===== src/rtl/sfr_pkg.sv =====
package sfr_pkg;
    localparam int CMD_W      = 8;
    localparam int DATA_W     = 16;
    localparam int FRAME_BITS = CMD_W + DATA_W;
    localparam int CNT_W      = $clog2(FRAME_BITS + 1);

    // positions in the synchronised line bundle
    localparam int LN_SEL = 2;
    localparam int LN_SCK = 1;
    localparam int LN_SDI = 0;
    localparam int LINES  = 3;

    // positions in the edge-event bundle
    localparam int EV_SEL_FALL = 2;
    localparam int EV_SEL_RISE = 1;
    localparam int EV_SCK_FALL = 0;
    localparam int EVENTS      = 3;

    typedef struct packed {
        logic [CMD_W-1:0]  cmd;
        logic [DATA_W-1:0] data;
    } frame_t;

    function automatic frame_t split_word(input logic [FRAME_BITS-1:0] raw);
        frame_t f;
        f.cmd  = raw[FRAME_BITS-1 -: CMD_W];
        f.data = raw[DATA_W-1:0];
        return f;
    endfunction
endpackage


===== src/rtl/sfr_sync.sv =====
module sfr_sync #(
    parameter int             W       = 1,
    parameter logic [W-1:0]   RST_VAL = '0
) (
    input  logic         clk,
    input  logic         rst,
    input  logic [W-1:0] async_i,
    output logic [W-1:0] sync_o
);
    logic [W-1:0] meta_q;
    logic [W-1:0] stab_q;

    always_ff @(posedge clk) begin
        if (rst) begin
            meta_q <= RST_VAL;
            stab_q <= RST_VAL;
        end else begin
            meta_q <= async_i;
            stab_q <= meta_q;
        end
    end

    assign sync_o = stab_q;
endmodule


===== src/rtl/sfr_edge.sv =====
module sfr_edge #(
    parameter int           W       = 1,
    parameter logic [W-1:0] RST_VAL = '0,
    parameter logic [W-1:0] FALLING = '1  // per bit: 1 detects high-to-low, 0 low-to-high
) (
    input  logic         clk,
    input  logic         rst,
    input  logic [W-1:0] level_i,
    output logic [W-1:0] event_o
);
    logic [W-1:0] prev_q;

    always_ff @(posedge clk) begin
        if (rst) prev_q <= RST_VAL;
        else     prev_q <= level_i;
    end

    for (genvar i = 0; i < W; i++) begin : g_bit
        if (FALLING[i]) begin : g_fall
            assign event_o[i] = prev_q[i] & ~level_i[i];
        end else begin : g_rise
            assign event_o[i] = ~prev_q[i] & level_i[i];
        end
    end
endmodule


===== src/rtl/sfr_shift.sv =====
module sfr_shift
    import sfr_pkg::*;
(
    input  logic   clk,
    input  logic   rst,
    input  logic   sel_fall_i,
    input  logic   sel_rise_i,
    input  logic   sck_fall_i,
    input  logic   sdi_i,
    output logic   valid_o,
    output frame_t word_o
);
    localparam logic [CNT_W-1:0] LAST = CNT_W'(FRAME_BITS - 1);
    localparam logic [CNT_W-1:0] FULL = CNT_W'(FRAME_BITS);

    logic [CNT_W-1:0]      cnt_q;
    logic                  armed_q;
    logic [FRAME_BITS-2:0] shreg_q;
    logic                  take;

    assign take = armed_q && sck_fall_i && (cnt_q < FULL);

    always_ff @(posedge clk) begin
        if (rst) begin
            cnt_q   <= '0;
            armed_q <= 1'b0;
            shreg_q <= '0;
            valid_o <= 1'b0;
            word_o  <= '0;
        end else begin
            valid_o <= 1'b0;
            if (sel_rise_i) begin
                armed_q <= 1'b0;
                cnt_q   <= '0;
            end else if (sel_fall_i) begin
                armed_q <= 1'b1;
                cnt_q   <= '0;
            end else if (take) begin
                shreg_q <= {shreg_q[FRAME_BITS-3:0], sdi_i};
                cnt_q   <= cnt_q + 1'b1;
                if (cnt_q == LAST) begin
                    valid_o <= 1'b1;
                    word_o  <= split_word({shreg_q, sdi_i});
                end
            end
        end
    end

    // count never passes the frame length
    a_r5_count_saturates: assert property (@(posedge clk) disable iff (rst)
        cnt_q <= FULL);
    // a select rise closes the frame with no strobe
    a_r4_no_valid_after_abort: assert property (@(posedge clk) disable iff (rst)
        sel_rise_i |=> !valid_o);
    // strobe lasts one cycle
    a_r3_valid_single_cycle: assert property (@(posedge clk) disable iff (rst)
        valid_o |=> !valid_o);
    // presented word only changes with a strobe
    a_r2_word_stable_between: assert property (@(posedge clk) disable iff (rst)
        !valid_o |-> $stable(word_o) || $past(rst));
endmodule


===== src/rtl/sfr_chain.sv =====
module sfr_chain (
    input  logic clk,
    input  logic rst,
    input  logic frame_done_i,
    input  logic sel_rise_i,
    input  logic chain_en_i,
    output logic chain_sel_n_o
);
    logic hold_q;

    always_ff @(posedge clk) begin
        if (rst)               hold_q <= 1'b0;
        else if (sel_rise_i)   hold_q <= 1'b0;
        else if (frame_done_i) hold_q <= 1'b1;
    end

    assign chain_sel_n_o = ~(hold_q & chain_en_i);

    // the chain hold starts only from a completed frame
    a_r6_hold_from_frame: assert property (@(posedge clk) disable iff (rst)
        $rose(hold_q) |-> $past(frame_done_i));
    // a select rise always releases the chain
    a_r6_release_on_rise: assert property (@(posedge clk) disable iff (rst)
        sel_rise_i |=> chain_sel_n_o);
    // low chain output implies chaining is enabled
    a_r7_low_needs_enable: assert property (@(posedge clk) disable iff (rst)
        !chain_sel_n_o |-> chain_en_i);
endmodule


===== src/rtl/serial_frame_rx.sv =====
module serial_frame_rx
    import sfr_pkg::*;
(
    input  logic              clk,
    input  logic              rst,
    input  logic              sel_n_i,
    input  logic              sck_i,
    input  logic              sdi_i,
    input  logic              chain_en_i,
    output logic              word_valid_o,
    output logic [CMD_W-1:0]  word_cmd_o,
    output logic [DATA_W-1:0] word_data_o,
    output logic              chain_sel_n_o
);
    logic [LINES-1:0]  lines_raw, lines_s;
    logic [EVENTS-1:0] ev_level, ev;
    frame_t            word;

    assign lines_raw[LN_SEL] = sel_n_i;
    assign lines_raw[LN_SCK] = sck_i;
    assign lines_raw[LN_SDI] = sdi_i;

    sfr_sync #(.W(LINES), .RST_VAL(3'b100)) u_sync (
        .clk(clk), .rst(rst), .async_i(lines_raw), .sync_o(lines_s)
    );

    assign ev_level[EV_SEL_FALL] = lines_s[LN_SEL];
    assign ev_level[EV_SEL_RISE] = lines_s[LN_SEL];
    assign ev_level[EV_SCK_FALL] = lines_s[LN_SCK];

    sfr_edge #(.W(EVENTS), .RST_VAL(3'b110), .FALLING(3'b101)) u_edge (
        .clk(clk), .rst(rst), .level_i(ev_level), .event_o(ev)
    );

    sfr_shift u_shift (
        .clk(clk), .rst(rst),
        .sel_fall_i(ev[EV_SEL_FALL]), .sel_rise_i(ev[EV_SEL_RISE]),
        .sck_fall_i(ev[EV_SCK_FALL]), .sdi_i(lines_s[LN_SDI]),
        .valid_o(word_valid_o), .word_o(word)
    );

    sfr_chain u_chain (
        .clk(clk), .rst(rst),
        .frame_done_i(word_valid_o), .sel_rise_i(ev[EV_SEL_RISE]),
        .chain_en_i(chain_en_i), .chain_sel_n_o(chain_sel_n_o)
    );

    assign word_cmd_o  = word.cmd;
    assign word_data_o = word.data;

    // no strobe while the synchronised select is high
    a_r8_quiet_when_deselected: assert property (@(posedge clk) disable iff (rst)
        (lines_s[LN_SEL] && $past(lines_s[LN_SEL])) |-> !word_valid_o || $past(rst));
endmodule


===== config.mk =====
export PLATFORM = sky130hd
export DESIGN_NAME = serial_frame_rx
export DESIGN_NICKNAME = d
export VERILOG_FILES = /design/src/rtl/sfr_pkg.sv /design/src/rtl/sfr_sync.sv /design/src/rtl/sfr_edge.sv /design/src/rtl/sfr_shift.sv /design/src/rtl/sfr_chain.sv /design/src/rtl/serial_frame_rx.sv
export SDC_FILE = /design/constraint.sdc
export NUM_CORES = 1
export LEC_CHECK = 0
export CORE_UTILIZATION = 40
export DETAILED_ROUTE_END_ITERATION = 10
export SYNTH_ARGS = -nofsm -noshare
export SYNTH_HDL_FRONTEND = slang
export SYNTH_HIERARCHICAL = 1
export SYNTH_SLANG_ARGS = --single-unit

===== constraint.sdc =====
create_clock -name clk -period 1.6 [get_ports clk]
set_input_delay 0.16 -clock clk [delete_from_list [all_inputs] [get_ports clk]]
set_output_delay 0.16 -clock clk [all_outputs]
set_load 0.005 [all_outputs]

# After elaboration in Yosys (flattened, before gate mapping)
# Cells that the tools add are included.
[word_totals]
reg_bits = 63
inputBits = 6
output_inout_bits = 26
word_cells = 32
[op_classes]
addsub = 1
order_cmp = 1
eq_ne = 1
muxes = 1
bitwise_logic = 11
reduce_logical = 7
[op_table]
columns = ["operator", "count"]
rows = [
  ["1-bit NOT", 7],
  ["5-bit by 1-bit adder with 5-bit output (second input constant)", 1],
  ["5-bit equality test (second input constant)", 1],
  ["5-bit less-than comparator (second input constant)", 1],
  ["1-bit AND", 4],
  ["4-bit AND reduction", 1],
  ["4-bit OR reduction", 1],
  ["3-bit AND reduction", 1],
  ["3-bit OR reduction", 1],
  ["1-bit logical AND", 2],
  ["2-bit OR reduction", 1],
  ["1-bit 2-to-1 mux", 1],
]

# Longest topological paths before layout
# Gate-level depths: netlist of run 1.
[logic_depth]
ltp_word = 6
ltp_mapped = 5
ltp_nobuf = 4

# Cells and area by module
# The synthesis of run 1 kept the hierarchy.
[modules_own_cells]
columns = ["mod", "instances", "cells_per_inst", "area_each_um2", "seq_area_each_um2"]
rows = [
  ["sfr_shift", 1, 187, 2100.8, 1081.0],
  ["sfr_sync", 1, 12, 157.7, 120.1],
  ["sfr_edge", 1, 9, 100.1, 60.1],
  ["sfr_chain", 1, 4, 37.5, 20.0],
]

# Worst setup path after synthesis of run 1
# Ideal clock, no wire load.
[synth_path]
path_type = "register to register"
start = "reg u_sync.stab_q[2], in the netlist u_sync/sync_o[2]"
end = "reg u_shift/word_o[1] (netlist bit)"
setup_ns = 0.072
arrival_time_ns = 1.431
required_time_ns = 1.528
setup_slack_ns = 0.098
stages_incl_launch_ff = 6
path_buffers = 1
period_less_slack_ns = 1.502
path_cell_list = "dfxtp_1 > nor2b_1 > nor4b_2 > nand2_2 > buf_2 > mux2i_1"
[synth_via]
word_cells_on_any_way = 6
cone_classes = "bitwise: 5; reduce/logical: 1"
[synth_rtl]
columns = ["element", "line_no", "source"]
rows = [
  ["start, declared", "sfr_sync.sv:11", "logic [W-1:0] stab_q;"],
  ["start signal, assigned", "sfr_sync.sv:19", "stab_q <= meta_q;"],
  ["1-bit AND", "sfr_edge.sv:22", "assign event_o[i] = ~prev_q[i] & level_i[i];"],
  ["named net ev[1]", "serial_frame_rx.sv:16", "logic [EVENTS-1:0] ev_level, ev;"],
  ["1-bit NOT (no source line)", "--", ""],
  ["4-bit AND reduction (no source line)", "--", ""],
  ["end signal, assigned", "sfr_shift.sv:43", "word_o <= split_word({shreg_q, sdi_i});"],
  ["end, declared", "sfr_shift.sv:11", "output frame_t word_o"],
]
# The timed path passes the listed nets, and every way through them passes these cells.
# A chain may end at the register's enable or synchronous reset.

# Worst setup path after layout of run 1
[layout_path]
start = "reg u_shift.cnt_q[3]"
end = "reg u_shift.shreg_q[22]"
[layout_via]
elab_chain_cells = 3
[layout_rtl]
columns = ["element", "line_no", "source"]
rows = [
  ["start, declared", "sfr_shift.sv:16", "logic [CNT_W-1:0] cnt_q;"],
  ["start signal, assigned", "sfr_shift.sv:40", "cnt_q <= cnt_q + 1'b1;"],
  ["5-bit less-than comparator", "sfr_shift.sv:21", "assign take = armed_q && sck_fall_i && (cnt_q < FULL);"],
  ["1-bit logical AND", "sfr_shift.sv:21", ""],
  ["3-bit AND reduction (no source line)", "--", ""],
  ["end signal, assigned", "sfr_shift.sv:39", "shreg_q <= {shreg_q[FRAME_BITS-3:0], sdi_i};"],
  ["end, declared", "sfr_shift.sv:18", "logic [FRAME_BITS-2:0] shreg_q;"],
]
# No other way between the ends.

==> results of run 1 <==
[worst max-delay path: cells and delay by family, from the launching register on]
family        cells  cell delay, ns
mux               1            0.18
simple gates      2            0.62
flops             1            0.34
buf+inv           1            0.26
[power groups by stage]
stage	Sequential, W	Clock (W)	Combinational (W)
after detailed placement	0.00164	0	0.0000777
after global routing	0.00161	0.00122	0.0000847
final	0.00161	0.00111	0.0000771
after CTS	0.00161	0.00116	0.0000777
after floorplan	0.00164	0	0.0000445
after global placement	0.00164	0	0.0000779
[final timing paths]
| path | start | endpoint | cells after the start |
|---|---|---|---|
| max | u_shift/cnt_q[3] | u_shift/shreg_q[22] | 4 |
| min | sel_n_i | u_sync/meta_q[2] | 2 |
| max reg2reg | u_shift/cnt_q[3] | u_shift/shreg_q[22] | 4 |
| min reg2reg | u_sync/meta_q[2] | u_sync/sync_o[2] | 1 |
[cell type report]
type | instances | area, sq um | area share (%)
Multi-Input combinational cell | 137 | 1060 | 35.4
Inverter | 1 | 3.75 | 0.125
Timing Repair Buffer | 37 | 410 | 13.7
Tap cell | 72 | 90.1 | 3.00
Clock inverter | 4 | 22.5 | 0.750
Clock buffer | 11 | 131 | 4.38
Sequential cell | 64 | 1280 | 42.7
[cell families (layout without fill, tap and decap cells)]
| group | count (synthesis) | after routing | share of synthesized area (%) |
|---|---|---|---|
| DFF | 64 | 64 | 53.5 |
| adders and majority gates | 1 | 1 | 0.522 |
| muxes | 47 | 47 | 19.6 |
| buffers and inverters | 11 | 53 | 2.51 |
| and+or+nand+nor | 81 | 81 | 22.0 |
| AOI/OAI and AO/OA | 8 | 8 | 1.88 |
[flip-flops by register name, summed over array words and instances, names as in the netlist]
signal / count
u_shift/cnt_q: 5
u_shift/shreg_q: 23
u_shift/armed_q: 1
u_sync/meta_q: 3
u_edge/prev_q: 3
u_shift/word_o: 24
u_sync/sync_o: 3
u_chain/hold_q: 1
u_shift/valid_o: 1
[what timing repair did]
item,in CTS,in global routing
buffers inserted,0,0
endpoints found under the setup margin,0,46
gates resized for setup,0,3
[through the flow]
step           setup slack (ns)  utilization, %  power [W]  hold slack (ns)  cells
2_1_floorplan            0.0976               -    0.00169            0.231    212
3_3_place_gp             0.0236            49.9    0.00172            0.388    310
3_5_place_dp             0.0455            49.9    0.00172            0.393    310
4_1_cts                  0.0251            52.6    0.00284            0.367    325
5_1_grt                  0.0462            53.2    0.00292            0.396    326
6_report                  0.139            53.2    0.00280            0.381    326
[layout by cell type (no fill, tap or decap), types with 2 or more instances in the layout]
cell type,netlist,layout
buf_4,0,2
buf_12,0,3
nor2b_2,0,2
or2_1,4,4
nor2_1,4,4
clkbuf_1,5,2
nand2b_1,48,48
or3_1,2,2
nand2_2,1,2
clkdlybuf4s50_1,0,31
mux2i_1,47,47
dfxtp_1,64,64
clkinv_2,0,3
nor2b_1,7,5
nand2_1,3,2
clkbuf_8,0,9
o21ai_0,2,2
a21oi_1,4,4
[cell usage after synthesis]
library cell   n
a21oi_1        4
o31ai_1        1
inv_1          1
buf_2          3
nand2_2        1
or2_1          4
and2b_2        1
clkbuf_1       5
nor3b_1        1
ha_1           1
and4_1         1
nor4b_2        1
or3_1          2
nor3_1         1
or4_1          1
nand2_1        3
nand3_1        1
or3b_1         1
nor2_1         4
dfxtp_1       64
nor4b_1        1
nor4_4         1
nor2b_1        7
o21ai_0        2
nand2b_1      48
mux2i_1       47
nor3_2         1
buf_6          2
and2_1         1
o21bai_1       1
[routing by layer]
metal	track usage, %	share of wire (%)	vias up
met3	3.89	3.4	8
met5	0	0	-
met1	18.2	51	701
li1	-	-	785
met4	10.9	2.6	0
met2	19.6	43	27
==> impl_metrics.tcl, run 1 <==
set metrics [dict create \
    relSlewSlack_pct 70.3 \
    leakage_nw 1.17 \
    first_pass_iters 4 \
    ys_seq_area_share_pct 53.5 \
    io_pins 32 \
    crit_required_ns 1.86 \
    end_kind "register" \
    htree_levels 3 \
    synth_area_sq_um 2400 \
    areaGrowthSynthToFinish_pct 25.3 \
    clkTransAtPathRegs_ns 0.06 \
    grt_first_pass_wirelength_um 6580 \
    drt_wl_total_um 4000 \
    combPwrFrac_pct 2.8 \
    drt_iter0_drc 44 \
    antenna_left 0 \
    syn_inst 212 \
    worst-r2r-setup-slack_ns 0.14 \
    layout.nets 257 \
    synth_top_area_share_pct 53.5 \
    tightest_slew_ns 0.445 \
    grt_pass1_vias 1428 \
    power_frac_clock_pct 39.8 \
    skew_ns 0.00629 \
    fmax_ghz 0.685 \
    grt_overflow 0 \
    initial_core_util_pct 42.5 \
    yosys.cell_types.count 30 \
    die_w_um 79.4 \
    routed-via-count 1521 \
    fin_setup_tns_ns 0 \
    worst_ep_arrival_time_ns 1.72 \
    antenna_found_initial 0 \
    die_h_um 79.4 \
    period_needed_ns 1.46 \
    seq_power_share_pct 57.5 \
    fin_area_sq_um 3000 \
    yosys_warnings 6 \
    cts_buffer_depth 2 \
    track_usage_pct 14.0 \
    cp_max_fo 11 \
    synth_top_area_cell "dfxtp_1" \
    p_sw_w 0.000603 \
    p_int_w 0.00219 \
    status "completed" \
    numCtsBuffers 9 \
    syn_avg_cell_area_sq_um 11.3 \
    synth.net_count 219 \
    path_cells "and2_1 > nor4_4 > clkbuf_16 > mux2i_1" \
    crit_path_start_kind "register" \
    cts_tree "yes" \
    path_class "register to register" \
    portBuffers 31 \
    rows 27 \
    gp_congestion 0.709 \
    slew_violations 0 \
    synth_area_leaders "dfxtp_1 (53%), mux2i_1 (20%), nand2b_1 (13%)" \
    routedWlPerCell_um 12.3 \
    postCtsHoldBufs 0 \
    powerDensity_nw_per_um2 932 \
    drt-vias-per-instance 4.67 \
    drc_errors 0 \
    final_layout_size_suffix_gt1_share_pct 10.6 \
    die_area_sq_um 6300 \
    clk_latency_ns 0.33 \
    synth_seq_cells 64 \
    antennaDiodeCount 0 \
    fin_crit_sh_pct 91.3 \
    dpl.hpwl_um 2470 \
    setup_viol 0 \
    critPathSlowestCell "nor4_4" \
    dpl_cell_area_sq_um 2820 \
    drv_cap 0 \
    netSwitchingFraction_pct 21.6 \
    fp.coreArea_sq_um 5640 \
    ir_drop_v 0.000470 \
    hold_path.class "input port to register" \
    num-fill-cells 517 \
    finalHoldViolations 0 \
    grt_max_degree 37 \
    rsz0062_at_grt "no" \
    cts_num_sinks 64 \
    cpPeakStageDelay_ns 0.39 \
    cts_root_buf "clkbuf_8" \
]
Note: power is estimated with default switching activity, not from simulation.
==> run 2, diff against run 1 <==
CORE_ASPECT_RATIO = 0.8   (was default)
SKIP_LAST_GASP = 1   (was default)
==> run 2 against run 1 <==
Design area increased by 1.9%; global-route usage increased by 0.56 points; power increased by 14%; first-iteration DRC count increased by 20%; register-to-register slack got worse by 0.03 ns; non-clock buffer count increased by 1; critical path depth increased by 1; sequential cell count unchanged; final cell count increased by 2.5%; largest power group unchanged.
==> impl_metrics.tcl, run 2 (same netlist as run 1, synthesis figures left out) <==
set metrics [dict create \
    hold-path-cell-count 2 \
    hold_start "sel_n_i" \
    setup_viol 0 \
    hold_path.class "input port to register" \
    die_area_sq_um 6310 \
    io_pins 32 \
    routed.top_layer "met4" \
    leakage_nw 1.20 \
    top_regs "u_shift/word_o: 24 flops, u_shift/shreg_q: 23 flops, u_shift/cnt_q: 5 flops" \
    portBuffers 31 \
    drc_errors 0 \
    cpPeakStageDelay_ns 0.44 \
    powerDensity_nw_per_um2 1040 \
    antenna_found_initial 0 \
    areaGrowthSynthToFinish_pct 27.7 \
    crit_path_start_kind "register" \
    antennaDiodeCount 0 \
    drt_wl_total_um 4150 \
    final_layout_size_suffix_gt1_share_pct 10.2 \
    drv_cap 0 \
    grt_overflow 0 \
    ir_drop_v 0.000537 \
    worst_ep_arrival_time_ns 1.76 \
    rows 24 \
    tightest_slew_ns 0.497 \
    numCtsBuffers 9 \
    path_buf_inv 1 \
    grt_pass1_vias 1451 \
    routedWlPerCell_um 12.4 \
    die_h_um 71.2 \
    wl_met1_um 2060 \
    end_kind "register" \
    final_core_util_pct 54.5 \
    fp.coreArea_sq_um 5620 \
    critPathSlowestCell "nor2b_1" \
    wl_met3_um 227 \
    hold_slack_ns 0.383 \
    die_w_um 88.5 \
    r2r-end "u_shift/word_o[0]" \
    layout.cells.non_filler 334 \
    dpl.hpwl_um 2530 \
    final_common_cell "dfxtp_1" \
    largest_register_ff_count 24 \
    path_class "register to register" \
    cts_root_buf "clkbuf_8" \
    fin_setup_tns_ns 0 \
    initial_core_util_pct 42.7 \
    gp_congestion 0.722 \
    placed_cells 316 \
    clk_latency_ns 0.34 \
    crit-reg2reg-launch "u_sync/sync_o[2]" \
    fmax_ghz 0.669 \
    finalHoldViolations 0 \
    worst-r2r-setup-slack_ns 0.11 \
    grt_max_degree 26 \
    grt_first_pass_wirelength_um 6730 \
    drt_iter0_drc 53 \
    slew_violations 0 \
    met2WireLength_um 1790 \
    layout.nets 258 \
    path_cells "nor2b_1 > nor4b_2 > nand2_2 > buf_12 > mux2i_1" \
    final_cell_mix "dfxtp_1 (64), nand2b_1 (48), mux2i_1 (47)" \
    cts_num_sinks 64 \
    htree_levels 3 \
    holdPathEnd "u_sync/meta_q[2]" \
    path_delay_family "simple AND/OR/NAND/NOR gates" \
    status "completed" \
    cp_max_fo 25 \
    routed-via-count 1539 \
    ff2ff_path_depth 5 \
    crit_required_ns 1.87 \
    first_pass_iters 4 \
    period_needed_ns 1.49 \
    rsz0062_at_grt "no" \
    postCtsHoldBufs 0 \
    clkTransAtPathRegs_ns 0.07 \
    drt-vias-per-instance 4.61 \
    skew_ns 0.00952 \
    fin_crit_sh_pct 93.4 \
    cts_buffer_depth 2 \
    regMostFlops "u_shift/word_o" \
    relSlewSlack_pct 66.8 \
    track_usage_pct 14.6 \
    cts_tree "yes" \
    antenna_left 0 \
]
## run 2: area by class of cell
cell class                      count  area [sq um]
Clock buffer                       13           149
Fill cell                         513          2560
Inverter                            1          3.75
Clock inverter                      3          65.1
Timing Repair Buffer               38           405
Tap cell                           78          97.6
Multi-Input combinational cell    137          1060
Sequential cell                    64          1280
## run 2: worst max-delay path by stage
stage | slack, ns | to | start | cells past startpoint
after global placement | 0.08 | u_shift/shreg_q[16] | u_edge/prev_q[0] | 5
after CTS | 0.04 | u_shift/shreg_q[16] | u_edge/prev_q[0] | 5
after global routing | 0.006 | u_shift/word_o[4] | u_sync/sync_o[2] | 5
after floorplan | 0.1 | u_shift/word_o[1] | u_sync/sync_o[2] | 5
after detailed placement | 0.06 | u_shift/shreg_q[16] | u_edge/prev_q[0] | 5
final | 0.11 | u_shift/word_o[0] | u_sync/sync_o[2] | 5
## run 2: power by group
part | total (W) | switching, W | leakage, nW | internal (W)
Combinational | 0.0000734 | 0.0000312 | 0.575 | 0.0000422
Sequential | 0.00161 | 0.00000445 | 0.517 | 0.00160
Clock | 0.00150 | 0.000577 | 0.108 | 0.000919
## run 2: stage by stage
stage / total power (W) / worst slack [ns] / cell area, sq um
finish: 0.00318 / 0.106 / 3060
floorplan: 0.00169 / 0.0976 / 2400
global route: 0.00331 / 0.00579 / 3060
CTS: 0.00323 / 0.0382 / 3020
global placement: 0.00172 / 0.0793 / 2810
detailed placement: 0.00172 / 0.0551 / 2810
## run 2: repair_timing
action | in CTS | in global routing
hold endpoints to repair | 0 | 0
setup buffers | 0 | 1
endpoints found under the setup margin | 0 | 23
resized for setup | 0 | 1
## run 2: layer usage
| metal | global-route usage (%) | vias to the layer above |
|---|---|---|
| li1 | - | 788 |
| met1 | 17.6 | 714 |
| met2 | 21.6 | 30 |
| met3 | 7.72 | 7 |
| met4 | 6.45 | 0 |
| met5 | 0 | - |
==> run 3, diff against run 2 <==
CORE_UTILIZATION = 36   (was 40)
==> run 3 against run 2 <==
Sequential cell count stayed put; final cell count is 1.8% higher; die area is 11% higher; clock power is 8% higher; global-route usage is 1.6 points lower; register-to-register slack better by 0.05 ns; design area is 0.98% higher; count of clock-buffer cells in the layout is 4 lower; maximum frequency is 3.3% higher; critical path depth stayed put; routed wire length is 0.94% lower; first-iteration DRC count is 13% lower.
==> impl_metrics.tcl, run 3 (same netlist as run 1, synthesis figures left out) <==
set metrics [dict create \
    grt_pass1_vias 1446 \
    initial_core_util_pct 37.4 \
    final_common_cell "dfxtp_1" \
    slew_violations 0 \
    skew_ns 0.00759 \
    cts_buffer_depth 2 \
    path_cells "nor2b_1 > nor4b_2 > nand2_2 > buf_12 > mux2i_1" \
    numCtsBuffers 9 \
    crit_path_start_kind "register" \
    leakage_nw 1.22 \
    grt_first_pass_wirelength_um 6760 \
    cts_tree "yes" \
    final_core_util_pct 48.2 \
    ir_drop_v 0.000583 \
    routedWlPerCell_um 12.1 \
    critPathSlowestCell "nor2b_1" \
    powerDensity_nw_per_um2 1070 \
    fp.coreArea_sq_um 6410 \
    crit_required_ns 1.86 \
    cp_max_fo 22 \
    antenna_found_initial 0 \
    die_h_um 75.0 \
    areaGrowthSynthToFinish_pct 28.9 \
    io_pins 32 \
    clkTransAtPathRegs_ns 0.07 \
    antennaDiodeCount 0 \
    dpl.hpwl_um 2490 \
    fin_setup_tns_ns 0 \
    dp_slack_ns 0.0562 \
    cpPeakStageDelay_ns 0.39 \
    tightest_slew_ns 0.467 \
    regMostFlops "u_shift/word_o" \
    setup_viol 0 \
    largest_register_ff_count 24 \
    grt_overflow 0 \
    path_class "register to register" \
    status "completed" \
    rsz0062_at_grt "no" \
    placed_cells 322 \
    routed-via-count 1513 \
    fin_crit_sh_pct 90.4 \
    drt_iter0_drc 46 \
    die_area_sq_um 6990 \
    die_w_um 93.2 \
    rows 26 \
    fmax_ghz 0.692 \
    final_cell_mix "dfxtp_1 (64), nand2b_1 (48), mux2i_1 (47)" \
    htree_levels 3 \
    period_needed_ns 1.45 \
    hold_slack_ns 0.374 \
    cts_num_sinks 64 \
    worst_ep_arrival_time_ns 1.71 \
    track_usage_pct 13.0 \
    hold_path.class "input port to register" \
    finalHoldViolations 0 \
    gp_congestion 0.701 \
    drc_errors 0 \
    relSlewSlack_pct 68.8 \
    drv_cap 0 \
    final_layout_size_suffix_gt1_share_pct 11.7 \
    end_kind "register" \
    top_regs "u_shift/word_o: 24 flops, u_shift/shreg_q: 23 flops, u_shift/cnt_q: 5 flops" \
    portBuffers 31 \
    first_pass_iters 4 \
    setup_ws_ns 0.154 \
    layout.cells.non_filler 340 \
    grt_max_degree 32 \
    drt-vias-per-instance 4.45 \
    cts_root_buf "clkbuf_8" \
    layout.nets 258 \
    clk_latency_ns 0.34 \
    antenna_left 0 \
    drt_wl_total_um 4110 \
]
-- run 3: cell count changes in the layout (fill, tap and decap cells not counted), sizes merged --
cell	previous run	this run
bufinv	2	3
clkinv	1	4
clkbuf	14	10
-- run 3: area by class of cell --
cell class              count  area (sq um)
well taps                  84           105
flip-flops and latches     64          1280
clock inverters             7           110
multi-input cells         137          1060
inverters                   1          3.75
clock buffers               9           124
repair buffers             38           405
fillers                   607          3320
-- run 3: per-stage QoR --
stage / total power, W / area [sq um]
2_1_floorplan: 0.00169 / 2400
3_3_place_gp: 0.00172 / 2820
3_5_place_dp: 0.00172 / 2820
4_1_cts: 0.00335 / 3050
5_1_grt: 0.00343 / 3090
6_report: 0.00330 / 3090
-- run 3: what timing repair did --
| action | CTS | global route |
|---|---|---|
| hold buffers | 0 | 0 |
| setup buffers | 0 | 1 |
| resized for setup | 0 | 2 |
| endpoints found under the setup margin | 0 | 45 |
-- run 3: worst max-delay path: cells and delay by family (launching register included) --
| kind | cells | cell delay (ns) |
|---|---|---|
| AND/OR/NAND/NOR | 3 | 0.62 |
| flip-flops | 1 | 0.33 |
| multiplexers | 1 | 0.22 |
| buffers and inverters | 1 | 0.21 |
-- run 3: layer usage --
| layer | up-vias | share of wire, % | GRT usage [%] |
|---|---|---|---|
| met5 | - | 0 | 0 |
| met4 | 0 | 2.1 | 6.67 |
| met3 | 9 | 4.3 | 5.86 |
| met2 | 23 | 40 | 19.3 |
| met1 | 687 | 53 | 16.1 |
| li1 | 794 | - | - |
-- run 3: power breakdown --
group	internal, W	total [W]	switching [W]
sequential	0.00160	0.00161	0.00000401
clock	0.00102	0.00162	0.000597
combinational	0.0000410	0.0000729	0.0000319
total	0.00267	0.00330	0.000633
-- run 3: worst paths after layout --
| path | to | cells after the start | start | slack, ns |
|---|---|---|---|---|
| worst max-delay path | u_shift/word_o[18] | 5 | u_sync/sync_o[2] | 0.15 |
| worst min-delay path | u_sync/meta_q[0] | 2 | sdi_i | 0.37 |
| worst max register to register | u_shift/word_o[18] | 5 | u_sync/sync_o[2] | 0.15 |
| worst min register to register | u_sync/sync_o[2] | 1 | u_sync/meta_q[2] | 0.41 |
